**src/rtl/bcd_cnt_pkg.sv**
```systemverilog
package bcd_cnt_pkg;

    parameter int CNT_W = 4;

    typedef enum logic [1:0] {
        MODE_CLEAR = 2'd0,
        MODE_LOAD  = 2'd1,
        MODE_COUNT = 2'd2,
        MODE_HOLD  = 2'd3
    } cnt_mode_e;

    typedef struct packed {
        logic [CNT_W-1:0] value;
        logic             at_term;
    } cnt_state_t;

endpackage

```
**src/rtl/bcd_cnt_mode.sv**
```systemverilog
module bcd_cnt_mode
    import bcd_cnt_pkg::*;
(
    input  logic      sync_clear_i,
    input  logic      load_n_i,
    input  logic      en_par_i,
    input  logic      en_trk_i,
    output cnt_mode_e mode_o
);

    // Fixed priority: clear, load, count, hold.
    always_comb begin
        if (sync_clear_i) begin
            mode_o = MODE_CLEAR;
        end else if (!load_n_i) begin
            mode_o = MODE_LOAD;
        end else if (en_par_i && en_trk_i) begin
            mode_o = MODE_COUNT;
        end else begin
            mode_o = MODE_HOLD;
        end
    end

endmodule

```
**src/rtl/bcd_cnt_step.sv**
```systemverilog
module bcd_cnt_step
    import bcd_cnt_pkg::*;
#(
    parameter int MODULUS = 10
) (
    input  cnt_mode_e        mode_i,
    input  logic [CNT_W-1:0] cur_i,
    input  logic [CNT_W-1:0] data_i,
    output logic [CNT_W-1:0] next_o
);

    localparam logic [CNT_W-1:0] LAST_CODE = CNT_W'(MODULUS - 1);

    logic [CNT_W-1:0] incr;

    // The last legal code wraps to zero. Any other code, including the
    // out-of-range codes, steps by binary increment, so the all-ones
    // code overflows to zero.
    always_comb begin
        if (cur_i == LAST_CODE) begin
            incr = '0;
        end else begin
            incr = cur_i + CNT_W'(1);
        end
    end

    always_comb begin
        unique case (mode_i)
            MODE_CLEAR: next_o = '0;
            MODE_LOAD:  next_o = data_i;
            MODE_COUNT: next_o = incr;
            default:    next_o = cur_i;
        endcase
    end

endmodule

```
**src/rtl/bcd_cnt_term.sv**
```systemverilog
module bcd_cnt_term (
    input  logic at_term_i,
    input  logic en_trk_i,
    output logic tc_o
);

    // Combinational path from the trickle enable, so the carry ripples
    // through a chain of stages within one cycle.
    assign tc_o = at_term_i & en_trk_i;

endmodule

```
**src/rtl/bcd_cnt_stage.sv**
```systemverilog
module bcd_cnt_stage
    import bcd_cnt_pkg::*;
#(
    parameter int MODULUS     = 10,
    parameter bit ASYNC_RESET = 1'b1
) (
    input  logic             clk_i,
    input  logic             rst_n_i,
    input  logic             load_n_i,
    input  logic [CNT_W-1:0] data_i,
    input  logic             cnt_en_par_i,
    input  logic             cnt_en_trk_i,
    output logic [CNT_W-1:0] count_o,
    output logic             tc_o
);

    localparam logic [CNT_W-1:0] LAST_CODE = CNT_W'(MODULUS - 1);

    cnt_state_t       state_d;
    cnt_state_t       state_q;
    cnt_mode_e        mode;
    logic             sync_clear;
    logic [CNT_W-1:0] value_next;

    // Only the synchronous variant resolves reset through the mode logic.
    assign sync_clear = ASYNC_RESET ? 1'b0 : ~rst_n_i;

    bcd_cnt_mode mode_i (
        .sync_clear_i (sync_clear),
        .load_n_i     (load_n_i),
        .en_par_i     (cnt_en_par_i),
        .en_trk_i     (cnt_en_trk_i),
        .mode_o       (mode)
    );

    bcd_cnt_step #(
        .MODULUS (MODULUS)
    ) step_i (
        .mode_i (mode),
        .cur_i  (state_q.value),
        .data_i (data_i),
        .next_o (value_next)
    );

    always_comb begin
        state_d         = state_q;
        state_d.value   = value_next;
        state_d.at_term = (value_next == LAST_CODE);
    end

    generate
        if (ASYNC_RESET) begin : g_async_rst
            always_ff @(posedge clk_i or negedge rst_n_i) begin
                if (!rst_n_i) begin
                    state_q <= '0;
                end else begin
                    state_q <= state_d;
                end
            end
        end else begin : g_sync_rst
            always_ff @(posedge clk_i) begin
                state_q <= state_d;
            end
        end
    endgenerate

    bcd_cnt_term term_i (
        .at_term_i (state_q.at_term),
        .en_trk_i  (cnt_en_trk_i),
        .tc_o      (tc_o)
    );

    assign count_o = state_q.value;

endmodule

```
**config.mk**
```make
export PLATFORM = sky130hd
export DESIGN_NAME = bcd_cnt_stage
export DESIGN_NICKNAME = d
export VERILOG_FILES = /design/src/rtl/bcd_cnt_pkg.sv /design/src/rtl/bcd_cnt_mode.sv /design/src/rtl/bcd_cnt_step.sv /design/src/rtl/bcd_cnt_term.sv /design/src/rtl/bcd_cnt_stage.sv
export SDC_FILE = /design/constraint.sdc
export NUM_CORES = 1
export LEC_CHECK = 0
export BUFFER_PORTS_ARGS = -buffer_cell sky130_fd_sc_hd__buf_2
export CAP_MARGIN = 20
export CORE_AREA = 2 2 39 41
export CTS_CLUSTER_SIZE = 25
export DETAILED_ROUTE_END_ITERATION = 7
export DIE_AREA = 0 0 41 43
export PLACE_DENSITY_LB_ADDON = 0.15
export SLEW_MARGIN = 20
export SYNTH_ARGS = -nofsm -noshare
export SYNTH_HDL_FRONTEND = slang
export SYNTH_HIERARCHICAL = 1
export SYNTH_SLANG_ARGS = --single-unit
```
**constraint.sdc**
```tcl
create_clock -name clk_i -period 1.2 [get_ports clk_i]
set_input_delay 0 -clock clk_i [delete_from_list [all_inputs] [get_ports clk_i]]
set_output_delay 0 -clock clk_i [all_outputs]
set_load 0.02 [all_outputs]
```
==> flow_summary.yaml <==
run_status:
  status: "finished with violations"
  violations: "negative setup slack"
global_route:
  first_global_vias: 292
  grt_usage_pct: 10.1
  grt_pass1_wl_um: 1160
  antenna_found_initial: 0
  grt_max_degree: 6
  overflow: 0
floorplanning:
  ios: 14
  start_util_pct: 25.0
  core-area_um2: 1380
  rows: 14
  die_w_um: 41
  die_area_um2: 1760
  die-height_um: 43
placement:
  place.gp.congestion: 0.636
  placed_area_um2: 464
  port_buffers: 13
timing:
  report.final.slew_viol_count: 0
  whs_ps: 99.4
  fmax_mhz: 755
  final-setup-viol-count: 2
  period_share_pct: 110
  finalWorstSetupSlack_ps: -124
  hold_viol: 0
  rsz0062_at_grt: "true"
  skew_ps: 2.27
  fin_crit_ps: 1320
power_and_ir_drop:
  vdd_ir_drop_max_mv: 0.569
  finalPower_mw: 0.561
  p_leak_nw: 0.290
  p_per_area_nw_per_um2: 994
final_layout:
  final_nets: 73
  finalInstanceArea_um2: 564
  syn_to_final_growth_pct: 63.4
  finalCoreUtilization_pct: 40.8
  drive_above_1_share_pct: 60.7
  antenna-diode-count: 0
yosys:
  ys_seq_area_share_pct: 36.2
  avgSynthCellArea_um2: 9.87
  netlist_area_um2: 345
  ys_warn_count: 6
  syn_inst: 35
  ys_types: 17
  synth-seq-cells: 5
clock_tree:
  clk_transition_reported_paths_ps: 40
  clkLatencyLatePin_ps: 240
  clock_sinks: 5
  clock_path_buffers: 2
  ctsHtreeMaxLevel: 1
  root_buffer: "clkbuf_4"
  tritoncts: "yes"
  cts_buffers: 3
worst_setup_path:
  worst_setup_path_start_kind: "flop"
  critical_path_required_ps: 1320
  cp.arrival_ps: 1440
  end_kind: "flop"
  cp_slowest_cell: "dfrtp_1"
  critPathMaxStageDelay_ps: 390
  worst-setup-path-type: "flop to flop"
  cp_max_fo: 3
  crit_chain: "buf_4 > buf_4 > nand3_2 > xor2_2 > o21ai_2 > and4bb_2"
  crit_top_cell: "buf_4"
routing:
  wl_per_cell_um: 9.84
  drc: 0
  first_pass_iters: 2
  drt-total-wl_um: 758
  drt_iter0_markers: 2
  viasPerCell: 4.23
  ant_nets: 0
  num_vias: 326
run:
  drv_cap: 0
hold_path:
  hp-class: "input pin to asynchronous set/reset pin"
==> cell usage in the layout, fill, tap and decap left out, types with 2 or more instances in the layout <==
cell	Yosys	routed
o21ai_2	2	4
buf_4	4	10
nand2_1	5	4
conb_1	1	2
clkbuf_4	0	3
dfrtp_1	5	5
buf_2	0	13
ha_1	2	2
mux2_1	4	3
==> cells by family (layout without fill, tap and decap cells) <==
logic type      Yosys count  count (layout)  synth area share (%)
flops                     5               5                  36.2
compound gates            6               6                  11.2
xor+xnor                  2               2                  5.07
buf+inv                   5              30                  9.78
mux                       4               4                  13.0
simple gates             10              10                  16.3
other cells               1               2                  1.09
fa+ha+maj                 2               2                  7.25
==> cell type report <==
type | instances | area (um^2)
Multi-Input combinational cell | 26 | 228
Tap cell | 16 | 20.0
Fill cell | 150 | 820
Clock buffer | 4 | 26.3
Sequential cell | 5 | 125
Timing Repair Buffer | 25 | 161
Inverter | 1 | 3.75
==> sequential cells by signal, indices dropped and copies added (netlist names) <==
name / flops
count_o: 4
state_q: 1
==> final timing paths <==
kind / start / to / slack [ps] / cells past startpoint
setup / recovery: count_o[1] / state_q[0] / -120 / 6
hold / removal: rst_n_i / count_o[2] / 100 / 2
setup reg to reg: count_o[1] / state_q[0] / -120 / 6
hold reg to reg: count_o[0] / count_o[0] / 790 / 3
max in group asynchronous: rst_n_i / count_o[3] / 970 / 2
min in group clk_i: data_i[1] / count_o[1] / 200 / 5
==> cells in the mapped netlist <==
cell type | instances | area (um^2)
dfrtp_1 | 5 | 125
inv_1 | 1 | 3.75
ha_1 | 2 | 25.0
nor2b_1 | 1 | 6.26
o21ai_2 | 2 | 17.5
xnor2_1 | 1 | 8.76
and4bb_2 | 1 | 12.5
and2b_1 | 1 | 7.51
conb_1 | 1 | 3.75
xor2_1 | 1 | 8.76
buf_4 | 4 | 30.0
and2_1 | 1 | 6.26
nand3_1 | 1 | 5.00
a31oi_1 | 1 | 6.26
nand2_1 | 5 | 18.8
mux2_1 | 4 | 45.0
o21ai_1 | 3 | 15.0
==> metrics by stage <==
stage                     setup TNS, ps  setup WS, ps  cells
final                              -140          -124     77
after global routing               -375          -183     77
after CTS                          -166          -123     77
after detailed placement           -151          -142     69
after global placement             -150          -130     69
after floorplan                   -32.2         -32.2     36
==> report_power, final <==
group / leakage [nW] / switching [mW] / internal (mW)
Clock: 0.0150 / 0.0620 / 0.125
Combinational: 0.209 / 0.0763 / 0.0950
Sequential: 0.0657 / 0.0194 / 0.183
Total: 0.290 / 0.158 / 0.403
==> per-layer routing <==
metal / track usage (%) / routed length (um)
met1: 12.8 / 352
met2: 13.4 / 376
met3: 4.71 / 29
met4: 6.00 / 0
met5: 0 / 0
==> critical path: cells and delay by family, from the launching register on <==
family | cells | cell delay (ps)
simple gates | 2 | 300
buf+inv | 2 | 270
compound gates | 1 | 90
flops | 1 | 390
xor+xnor | 1 | 160
==> timing repair <==
| item | in CTS | in global routing |
|---|---|---|
| hold endpoints to repair | 5 | 0 |
| endpoints found under the setup margin | 3 | 5 |
| pin swaps | 3 | 4 |
| setup buffers | 3 | 0 |
| hold buffers | 1 | 0 |
| resized for setup | 6 | 3 |
Power figures use the tool's default switching activity.
